--- config.mk ---
export PLATFORM = sky130hd
export DESIGN_NAME = lam_leak_monitor
export DESIGN_NICKNAME = d
export VERILOG_FILES = /design/src/rtl/lam_pkg.sv /design/src/rtl/lam_ratio_cmp.sv /design/src/rtl/lam_phase_ctl.sv /design/src/rtl/lam_src_table.sv /design/src/rtl/lam_leak_monitor.sv
export SDC_FILE = /design/constraint.sdc
export NUM_CORES = 2
export LEC_CHECK = 0
export BUFFER_PORTS_ARGS = -buffer_cell sky130_fd_sc_hd__buf_2
export CORE_MARGIN = 2
export CORE_UTILIZATION = 57
export DETAILED_ROUTE_END_ITERATION = 6
export HOLD_SLACK_MARGIN = 0.03
export PLACE_DENSITY = 0.74
export SYNTH_ARGS = -nofsm -noshare
export SYNTH_HDL_FRONTEND = slang
export SYNTH_SLANG_ARGS = --single-unit
--- constraint.sdc ---
create_clock -name clk -period 14.8 [get_ports clk]
set_clock_uncertainty 0.1 [all_clocks]
set_input_delay 0.74 -clock clk [delete_from_list [all_inputs] [get_ports clk]]
set_output_delay 0.74 -clock clk [all_outputs]
set_load 0.01 [all_outputs]
--- src/rtl/lam_pkg.sv ---
package lam_pkg;
  localparam logic [2:0] CFG_INJ_THR = 3'd0;
  localparam logic [2:0] CFG_LLC_THR = 3'd1;
  localparam logic [2:0] CFG_IO_THR  = 3'd2;
  localparam logic [2:0] CFG_ANT_THR = 3'd3;
  localparam logic [2:0] CFG_PERIOD  = 3'd4;
  localparam logic [2:0] CFG_STABLE  = 3'd5;
  localparam logic [2:0] CFG_PROBE   = 3'd6;

  localparam logic [6:0]  DEF_INJ_THR = 7'd40;
  localparam logic [6:0]  DEF_LLC_THR = 7'd40;
  localparam logic [6:0]  DEF_IO_THR  = 7'd35;
  localparam logic [6:0]  DEF_ANT_THR = 7'd90;
  localparam logic [15:0] DEF_PERIOD  = 16'd1;
  localparam logic [15:0] DEF_STABLE  = 16'd10;
  localparam logic [15:0] DEF_PROBE   = 16'd1;

  typedef enum logic {PH_STEADY = 1'b0, PH_PROBE = 1'b1} phase_e;
endpackage

--- src/rtl/lam_ratio_cmp.sv ---
module lam_ratio_cmp #(
  parameter int W = 17
) (
  input  logic [W-1:0] part,
  input  logic [W-1:0] whole,
  input  logic [6:0]   thr,
  output logic         gt
);
  localparam int PW = W + 7;

  logic [PW-1:0] lhs;
  logic [PW-1:0] rhs;

  // percentage test without a divider: part/whole > thr/100
  assign lhs = PW'(part) * PW'(100);
  assign rhs = PW'(thr) * PW'(whole);
  assign gt  = lhs > rhs;
endmodule

--- src/rtl/lam_phase_ctl.sv ---
module lam_phase_ctl
  import lam_pkg::*;
(
  input  logic        clk,
  input  logic        rst,
  input  logic        close,
  input  logic [15:0] stable_len,
  input  logic [15:0] probe_len,
  output logic        probe
);
  phase_e      ph;
  logic [15:0] cnt;
  logic [16:0] cnt_nx;

  assign cnt_nx = {1'b0, cnt} + 17'd1;

  always_ff @(posedge clk) begin
    if (rst) begin
      ph  <= PH_STEADY;
      cnt <= '0;
    end else if (close) begin
      case (ph)
        PH_STEADY: begin
          if (cnt_nx >= {1'b0, stable_len}) begin
            ph  <= PH_PROBE;
            cnt <= '0;
          end else begin
            cnt <= cnt_nx[15:0];
          end
        end
        default: begin
          if (cnt_nx >= {1'b0, probe_len}) begin
            ph  <= PH_STEADY;
            cnt <= '0;
          end else begin
            cnt <= cnt_nx[15:0];
          end
        end
      endcase
    end
  end

  assign probe = (ph == PH_PROBE);

  // phase only moves at a period close
  assert_probe_entry_R6: assert property (@(posedge clk) disable iff (rst)
    $rose(probe) |-> $past(close));
  assert_probe_exit_R6: assert property (@(posedge clk) disable iff (rst)
    $fell(probe) |-> $past(close));
endmodule

--- src/rtl/lam_src_table.sv ---
module lam_src_table #(
  parameter int NSRC = 4,
  parameter int IOW  = 16,
  parameter int SW   = 2
) (
  input  logic                      clk,
  input  logic                      rst,
  input  logic                      clear,
  input  logic                      wr,
  input  logic [SW-1:0]             src,
  input  logic                      sto_in,
  input  logic                      leak_in,
  input  logic                      ant_in,
  input  logic [IOW-1:0]            io_in,
  output logic [NSRC-1:0]           seen,
  output logic [NSRC-1:0]           sto,
  output logic [NSRC-1:0]           leak_c,
  output logic [NSRC-1:0]           ant_c,
  output logic [NSRC-1:0][IOW-1:0]  io
);
  for (genvar g = 0; g < NSRC; g++) begin : g_ent
    always_ff @(posedge clk) begin
      if (rst || clear) begin
        seen[g]   <= 1'b0;
        sto[g]    <= 1'b0;
        leak_c[g] <= 1'b0;
        ant_c[g]  <= 1'b0;
        io[g]     <= '0;
      end else if (wr && (src == SW'(g))) begin
        seen[g]   <= 1'b1;
        sto[g]    <= sto_in;
        leak_c[g] <= leak_in;
        ant_c[g]  <= ant_in;
        io[g]     <= io_in;
      end
    end
  end

  // an accepted record is held for its source
  assert_record_lands_R8: assert property (@(posedge clk) disable iff (rst)
    (wr && !clear) |=> seen[$past(src)]);
endmodule

--- src/rtl/lam_leak_monitor.sv ---
module lam_leak_monitor
  import lam_pkg::*;
#(
  parameter int NSRC = 4,
  parameter int CW   = 16,
  parameter int IOW  = 16,
  localparam int SW  = (NSRC > 1) ? $clog2(NSRC) : 1
) (
  input  logic             clk,
  input  logic             rst,
  input  logic             sec_tick,
  input  logic             cfg_we,
  input  logic [2:0]       cfg_addr,
  input  logic [15:0]      cfg_wdata,
  input  logic             in_valid,
  output logic             in_ready,
  input  logic [SW-1:0]    in_src,
  input  logic             in_storage,
  input  logic [CW-1:0]    in_llc_hit,
  input  logic [CW-1:0]    in_llc_miss,
  input  logic [CW-1:0]    in_mlc_hit,
  input  logic [CW-1:0]    in_mlc_miss,
  input  logic [CW-1:0]    in_inj_hit,
  input  logic [CW-1:0]    in_inj_miss,
  input  logic [IOW-1:0]   in_io,
  output logic [NSRC-1:0]  leak_flag,
  output logic [NSRC-1:0]  antag_flag,
  output logic             revert_part
);
  localparam int TW   = CW + 1;
  localparam int SUMW = IOW + SW;

  // configuration
  logic [6:0]  thr_inj, thr_llc, thr_io, thr_ant;
  logic [15:0] period_len, stable_len, probe_len;

  always_ff @(posedge clk) begin
    if (rst) begin
      thr_inj    <= DEF_INJ_THR;
      thr_llc    <= DEF_LLC_THR;
      thr_io     <= DEF_IO_THR;
      thr_ant    <= DEF_ANT_THR;
      period_len <= DEF_PERIOD;
      stable_len <= DEF_STABLE;
      probe_len  <= DEF_PROBE;
    end else if (cfg_we) begin
      case (cfg_addr)
        CFG_INJ_THR: thr_inj    <= cfg_wdata[6:0];
        CFG_LLC_THR: thr_llc    <= cfg_wdata[6:0];
        CFG_IO_THR:  thr_io     <= cfg_wdata[6:0];
        CFG_ANT_THR: thr_ant    <= cfg_wdata[6:0];
        CFG_PERIOD:  period_len <= cfg_wdata;
        CFG_STABLE:  stable_len <= cfg_wdata;
        CFG_PROBE:   probe_len  <= cfg_wdata;
        default: ;
      endcase
    end
  end

  // period timing
  logic [15:0] tick_cnt;
  logic [16:0] tick_nx;
  logic        closing;
  logic        close_q;

  assign tick_nx = {1'b0, tick_cnt} + 17'd1;
  assign closing = sec_tick && (tick_nx >= {1'b0, period_len});

  always_ff @(posedge clk) begin
    if (rst) begin
      tick_cnt <= '0;
      close_q  <= 1'b0;
    end else begin
      close_q <= closing;
      if (closing)       tick_cnt <= '0;
      else if (sec_tick) tick_cnt <= tick_nx[15:0];
    end
  end

  // record intake
  logic acc;
  assign in_ready = !close_q;
  assign acc      = in_valid && in_ready;

  logic [TW-1:0] inj_tot, llc_tot, mlc_tot;
  logic          inj_gt, llc_leak_gt, mlc_ant_gt, llc_ant_gt;

  assign inj_tot = TW'(in_inj_hit) + TW'(in_inj_miss);
  assign llc_tot = TW'(in_llc_hit) + TW'(in_llc_miss);
  assign mlc_tot = TW'(in_mlc_hit) + TW'(in_mlc_miss);

  lam_ratio_cmp #(.W(TW)) u_cmp_inj (
    .part(TW'(in_inj_miss)), .whole(inj_tot), .thr(thr_inj), .gt(inj_gt));
  lam_ratio_cmp #(.W(TW)) u_cmp_llc_leak (
    .part(TW'(in_llc_miss)), .whole(llc_tot), .thr(thr_llc), .gt(llc_leak_gt));
  lam_ratio_cmp #(.W(TW)) u_cmp_mlc_ant (
    .part(TW'(in_mlc_miss)), .whole(mlc_tot), .thr(thr_ant), .gt(mlc_ant_gt));
  lam_ratio_cmp #(.W(TW)) u_cmp_llc_ant (
    .part(TW'(in_llc_miss)), .whole(llc_tot), .thr(thr_ant), .gt(llc_ant_gt));

  logic [NSRC-1:0]          t_seen, t_sto, t_leak, t_ant;
  logic [NSRC-1:0][IOW-1:0] t_io;

  lam_src_table #(.NSRC(NSRC), .IOW(IOW), .SW(SW)) u_table (
    .clk(clk), .rst(rst), .clear(close_q), .wr(acc), .src(in_src),
    .sto_in(in_storage), .leak_in(inj_gt && llc_leak_gt),
    .ant_in(mlc_ant_gt && llc_ant_gt), .io_in(in_io),
    .seen(t_seen), .sto(t_sto), .leak_c(t_leak), .ant_c(t_ant), .io(t_io));

  // system throughput share
  logic [SUMW-1:0] io_sum, sto_sum;
  logic            share_gt;

  always_comb begin
    io_sum  = '0;
    sto_sum = '0;
    for (int i = 0; i < NSRC; i++) begin
      if (t_seen[i]) begin
        io_sum = io_sum + SUMW'(t_io[i]);
        if (t_sto[i]) sto_sum = sto_sum + SUMW'(t_io[i]);
      end
    end
  end

  lam_ratio_cmp #(.W(SUMW)) u_cmp_share (
    .part(sto_sum), .whole(io_sum), .thr(thr_io), .gt(share_gt));

  // phase control and flag update
  logic probe;

  lam_phase_ctl u_phase (
    .clk(clk), .rst(rst), .close(close_q),
    .stable_len(stable_len), .probe_len(probe_len), .probe(probe));

  assign revert_part = probe;

  always_ff @(posedge clk) begin
    if (rst) begin
      leak_flag  <= '0;
      antag_flag <= '0;
    end else if (close_q && !probe) begin
      leak_flag  <= t_seen & t_sto & t_leak & {NSRC{share_gt}};
      antag_flag <= t_seen & t_ant;
    end
  end

  // flags move only right after an evaluation cycle
  assert_flags_hold_R5: assert property (@(posedge clk) disable iff (rst)
    !$past(close_q) |-> ($stable(leak_flag) && $stable(antag_flag)));
  // closing a probe period leaves the flags untouched
  assert_probe_freeze_R7: assert property (@(posedge clk) disable iff (rst)
    ($past(close_q) && $past(probe)) |-> ($stable(leak_flag) && $stable(antag_flag)));
  // an empty injection window cannot qualify
  assert_zero_never_flags_R4: assert property (@(posedge clk) disable iff (rst)
    (acc && (inj_tot == '0)) |-> !inj_gt);
  // no storage throughput means no leak flag
  assert_no_storage_no_leak_R2: assert property (@(posedge clk) disable iff (rst)
    (close_q && !probe && (sto_sum == '0)) |=> (leak_flag == '0));
endmodule

; Word level (Yosys, flattened, before mapping)
; Index checks and enable logic that the tools add are counted.
[totals]
reg_bits = 198
input_bits = 139
out_inout_bits = 10
word_cells = 114
[classes]
n_addsub = 11
mul = 9
order_cmp = 8
n_eq_ne = 9
muxes = 18
bitwise = 4
n_reduce_logical = 22
[op_table]
columns = operator, count
row1 = 2-to-1 mux 18 bit, 9
row2 = adder 18 x 16 -> 18 bit, 6
row3 = > comparator 24 bit, 4
row4 = multiplier 7 x 17 -> 24 bit, 4
row5 = 2-to-1 mux 16 bit, 6
row6 = "multiplier 16 x 5 -> 21 bit, second input constant", 3
row7 = adder 16 x 16 -> 17 bit, 3
row8 = greater-or-equal comparator 17 x 16 -> 1 bit, 3
row9 = "adder 16 x 1 -> 17 bit, second input constant", 2
row10 = > comparator 25 bit, 1
row11 = multiplier 7 x 18 -> 25 bit, 1
row12 = "multiplier 18 x 5 -> 23 bit, second input constant", 1
row13 = bitwise AND 4 bit, 4
row14 = AND reduction 2 bit, 7
row15 = "equality test 3 bit, second input constant", 3
row16 = logical AND 1 bit, 9
row17 = "equality test 3 x 2 -> 1 bit, second input constant", 2
row18 = "equality test 2 bit, second input constant", 2
row19 = "equality test 3 x 1 -> 1 bit, second input constant", 1
row20 = logical NOT 3 bit, 1
row21 = 2-to-1 mux 1 bit, 3
row22 = "equality test 2 x 1 -> 1 bit, second input constant", 1
row23 = logical NOT 1 bit, 2
row24 = logical NOT 2 bit, 1
row25 = other kinds (2), 2

; Logic depth before layout (Yosys ltp)
[depth]
word_depth = 14
depth_mapped = 56
depth_no_buf = 53

; Cells and area by module
; A second synthesis with hierarchy kept.
[unflattened]
hier_cells = 5782
hier_area_um2 = 47844.6
[by_module_without_submodules]
columns = mod, n_inst, cells_per_inst, area_each_um2, seq_area_each_um2
row1 = lam_leak_monitor, 1, 1589, 11885.1, 2021.9
row2 = lam_ratio_cmp (u_cmp_share), 1, 769, 6356.1, 0.0
row3 = lam_ratio_cmp (u_cmp_mlc_ant), 1, 734, 6067.1, 0.0
row4 = lam_ratio_cmp (u_cmp_inj), 1, 725, 6057.1, 0.0
row5 = lam_ratio_cmp (u_cmp_llc_leak), 1, 723, 6035.8, 0.0
row6 = lam_ratio_cmp (u_cmp_llc_ant), 1, 714, 5910.7, 0.0
row7 = lam_src_table, 1, 293, 3493.4, 1601.5
row8 = lam_phase_ctl, 1, 235, 2039.5, 340.3

; Worst setup path before layout
; No wires, ideal clock.
[synth_path]
kind = register to register
startpoint = register u_table.seen[0]
endpoint = register leak_flag[1]
setup_time_ps = 117
arrival_time_ps = 10401
required_ps = 14583
setup_slack_ps = 4182
stages_incl_launch_ff = 51
path_buffers = 3
synth_period_minus_slack_ps = 10618
path_cell_list = dfxtp_1 > buf_2 > clkbuf_1 > clkbuf_1 > nand2_1 > inv_1 > ha_1 > and3_1 > or2_2 > o2111a_1 > or3_1 > a31o_2 > ha_1 > a21oi_1 > o21ai_0 > xor2_1 > a22o_1 > or2_2 > [... 15 more ...] > and4_1 > nand2_1 > nand2_1 > a21oi_1 > nand2b_1 > a21o_1 > a21o_1 > xnor2_1 > ha_1 > a21o_1 > a21o_1 > a21o_1 > a21o_1 > a21oi_1 > nor2b_1 > o21ai_0 > a31oi_1 > a32o_1
[synth_via]
elab_chain_cells = 13
elab_cells_between_ends = 21
cone_classes = add/sub: 6 / mul: 2 / order compare: 1 / mux: 11 / bitwise: 1
[synth_rtl]
columns = element, line
row1 = "start, declared", lam_src_table.sv:15  ; output logic [NSRC-1:0] seen,
row2 = "start signal, assigned by index", lam_src_table.sv:24  ; seen[g] <= 1'b0;
row3 = "start signal, assigned by index", lam_src_table.sv:30  ; seen[g] <= 1'b1;
row4 = 2-to-1 mux 16 bit, lam_leak_monitor.sv:118  ; if (t_seen[i]) begin
row5 = adder 18 x 16 -> 18 bit, lam_leak_monitor.sv:120  ; if (t_sto[i]) sto_sum = sto_sum + SUMW'(t_io[i]);
row6 = 2-to-1 mux 18 bit, lam_leak_monitor.sv:120
row7 = 2-to-1 mux 18 bit, lam_leak_monitor.sv:118
row8 = adder 18 x 16 -> 18 bit, lam_leak_monitor.sv:120
row9 = 2-to-1 mux 18 bit, lam_leak_monitor.sv:120
row10 = 2-to-1 mux 18 bit, lam_leak_monitor.sv:118
row11 = adder 18 x 16 -> 18 bit, lam_leak_monitor.sv:120
row12 = 2-to-1 mux 18 bit, lam_leak_monitor.sv:120
row13 = 2-to-1 mux 18 bit, lam_leak_monitor.sv:118
row14 = multiplier 18 x 5 -> 23 bit, lam_ratio_cmp.sv:15  ; assign lhs = PW'(part) * PW'(100);
row15 = > comparator 25 bit *, lam_ratio_cmp.sv:17  ; assign gt = lhs > rhs;
row16 = bitwise AND 4 bit *, lam_leak_monitor.sv:142  ; leak_flag <= t_seen & t_sto & t_leak & {NSRC{share_gt}};
row17 = "end signal, assigned", lam_leak_monitor.sv:142
row18 = "end, declared", lam_leak_monitor.sv:26  ; output logic [NSRC-1:0] leak_flag,
; Every way passes the cells marked *; elsewhere a longest branch is shown, timed or not.
; A chain may end at the register's enable or synchronous reset.

; Final worst setup path
; Same ends and word-level chain as after synthesis.

==> impl_metrics.py <==
metrics = {
    "yosys": {
        "netlist_area_um2": 42800,
        "seq_area_frac_synth": 0.0926,
        "async_reset_ff_frac": 0,
        "synth-compound-area-share": 0.154,
        "yosys_most_used_dff": "dfxtp_1",
        "synthTopCellsByCount": "nand2_1, ha_1, inv_1, fa_1, a21oi_1",
        "synth_fp_nets": 6612,
        "synth-edff-count": 0,
        "ys_top_cells_by_area": "ha_1, fa_1, dfxtp_1, nand2_1, inv_1",
        "yosysUniqueCellTypes": 87,
        "avgSynthCellArea_um2": 8.05,
        "yosys_warnings": 0,
        "synth-simple-area-share": 0.186,
        "netlist.area_leader.share": 0.212,
        "synth_largest_area_cell": "ha_1",
        "synth_top_family_by_area": "adder cells",
        "synthMuxAreaShare": 0.0170,
        "synth-xor-area-share": 0.0628,
        "yosysMostFrequentCell": "nand2_1",
        "ys_ff_latch": 198,
        "synthAdderAreaFrac": 0.414,
        "synthCells": 5316,
    },
    "global_routing": {
        "grt_pass1_vias": 36156,
        "grt_pass1_wl_um": 179000,
        "antenna_found_initial": 18,
        "grt-ovfl-total": 0,
        "grt_max_degree": 90,
        "track_usage": 0.283,
    },
    "worst_setup_path": {
        "cp-end-kind": "flop",
        "slowest_delay_ns": 0.56,
        "crit_fanout": 39,
        "slowest_stage": "fa_1",
        "path_class": "reg -> reg",
        "required_ns": 15.10,
        "cp-start-kind": "flop",
        "crit_arrival_ns": 12.13,
        "r2r_setup_slack_ns": 2.97,
    },
    "power": {
        "ir_drop_uv": 210,
        "p_sw_frac": 0.512,
        "internal_power_mw": 3.19,
        "power_density_nw_per_um2": 145,
        "combPwrFrac": 0.838,
        "total_power_mw": 6.52,
        "seq_power_share": 0.088,
        "switchingPower_mw": 3.34,
        "p_clk_frac": 0.075,
        "power.static_leakage_nw": 23.2,
    },
    "clock_tree": {
        "cts_setup_buffers": 0,
        "postCtsResizedCells": 0,
        "ctsRootBufferMaster": "clkbuf_16",
        "ctsHoldBuffers": 0,
        "cts_sinks": 198,
        "clk_path_buf_depth": 2,
        "clkSlewWorstSetupHoldPaths_ns": 0.08,
        "cts.htree.levels": 4,
        "cts_made_buffers": 17,
        "cts_tree": "done",
        "clock_latency_ns": 0.47,
    },
    "finish": {
        "final_cells": 6335,
        "finalNetCount": 6644,
        "seq_area_um2": 3960,
        "drive_gt1_frac": 0.0537,
        "syn2layout_area_growth_pct": 5.09,
        "postLayoutCoreUtil": 0.604,
        "fin_area_um2": 45000,
        "multi_input_comb_area_um2": 35700,
        "nFillCells": 6684,
    },
    "floorplan": {
        "die-area_um2": 77300,
        "die_x_um": 278,
        "initial_utilization": 0.575,
        "ioPinCount": 149,
        "die_h_um": 278,
        "row_count": 100,
        "core_area_um2": 74400,
    },
    "timing": {
        "hold_viol": 0,
        "finalMaxSlewViolations": 0,
        "slew-limit-headroom": 0.175,
        "fin_setup_tns_ns": 0,
        "finalCritPeriodShare": 0.799,
        "max_freq_ghz": 0.0845,
        "fin_crit_ns": 11.83,
        "tightest_slew_ns": 1.24,
        "rsz0062_at_grt": "no",
        "setup_viol": 0,
    },
    "place": {
        "gpl.final_weighted_congestion": 0.937,
        "post-place-cells": 6298,
        "port_buffers": 148,
        "dpl.hpwl_um": 89700,
        "dpl-instance-area_um2": 44400,
    },
    "job": {
        "drv_cap": 0,
    },
    "route": {
        "routedWlPerCell_um": 17.1,
        "first_pass_iters": 5,
        "ant_nets": 0,
        "viasPerCell": 5.79,
        "drtIter0Drc": 2074,
        "routed_wl_um": 108000,
        "vias": 36679,
        "drc": 0,
    },
    "hold_path": {
        "hold_class": "reg -> reg",
    },
    "status": {
        "status": "finished, final reports clean",
    },
}
[through the flow]
step / setup slack, ns / hold slack (ns)
5_1_grt: 2.07 / 0.378
2_1_floorplan: 4.18 / 0.332
6_report: 2.97 / 0.355
3_3_place_gp: 3.30 / 0.342
4_1_cts: 3.02 / 0.357
3_5_place_dp: 3.09 / 0.347
[power groups by stage]
stage	combinational, mW	sequential [mW]	clock, mW
final	5.46	0.573	0.486
after global routing	6.26	0.575	0.512
after CTS	5.47	0.572	0.488
after detailed placement	5.42	0.584	0
after global placement	5.26	0.584	0
after floorplan	4.27	0.570	0
[kinds of logic after synthesis]
kind of cell | Yosys count
xor gates and xnor gates | 307
DFF | 198
adders and majority gates | 1157
and+or+nand+nor | 1735
buffers and inverters | 846
muxes | 67
AOI/OAI and AO/OA | 1006
[layout make-up]
class,count,area share
clock buffers,17,0.00945
clock inverters,14,0.00370
inverters,679,0.0566
flip-flops and latches,198,0.0881
multi-input cells,4272,0.793
repair buffers,180,0.0219
well taps,969,0.0269
diodes,6,0.000334
[worst max-delay path: cells and delay by family, from the launching register on]
family | cells | cell delay (ns)
AO/OA/AOI/OAI | 20 | 3.89
XOR/XNOR | 4 | 0.89
adder cells (fa/ha/maj) | 10 | 3.85
buffers and inverters | 5 | 0.46
flip-flops | 1 | 0.30
AND/OR/NAND/NOR | 12 | 2.24
[cell usage in the layout, fill, tap and decap left out, types with 12 or more instances in the layout]
master / count
dfxtp_1: 198
or2_2: 14
buf_4: 33
or3_1: 25
nand4_1: 37
nand3_1: 102
o211ai_1: 25
o21bai_1: 38
xnor2_1: 164
nor2_1: 229
clkbuf_16: 17
o2111ai_1: 12
xor2_1: 142
nand2b_1: 45
o21ai_0: 142
fa_1: 430
a31oi_1: 31
a21oi_1: 360
ha_1: 727
mux2_2: 33
nor2b_1: 56
a21o_1: 120
a211o_1: 14
a211oi_1: 35
o31ai_1: 21
o21a_1: 48
mux2i_1: 32
nor3_1: 86
and3_1: 66
buf_2: 147
nand2_1: 857
inv_1: 678
and2_1: 176
[registers in the layout, indices dropped and copies added (netlist names), 16 cells and up]
name,count
u_table.io,64
period_len,16
probe_len,16
stable_len,16
tick_cnt,16
u_phase.cnt,16
[routing by layer]
metal | up-vias | share of wire | global-route usage
met5 | - | 0.0014 | 0
met4 | 22 | 0.028 | 0.0822
met3 | 167 | 0.074 | 0.0547
met2 | 991 | 0.45 | 0.464
met1 | 17554 | 0.45 | 0.379
li1 | 17945 | - | -
[worst paths after layout]
kind / from / endpoint / depth (start not counted)
max: u_table.seen[0] / leak_flag[1] / 51
min: stable_len[2] / stable_len[2] / 2
max reg2reg: u_table.seen[0] / leak_flag[1] / 51
min reg2reg: stable_len[2] / stable_len[2] / 2
Power figures use the tool's default switching activity.
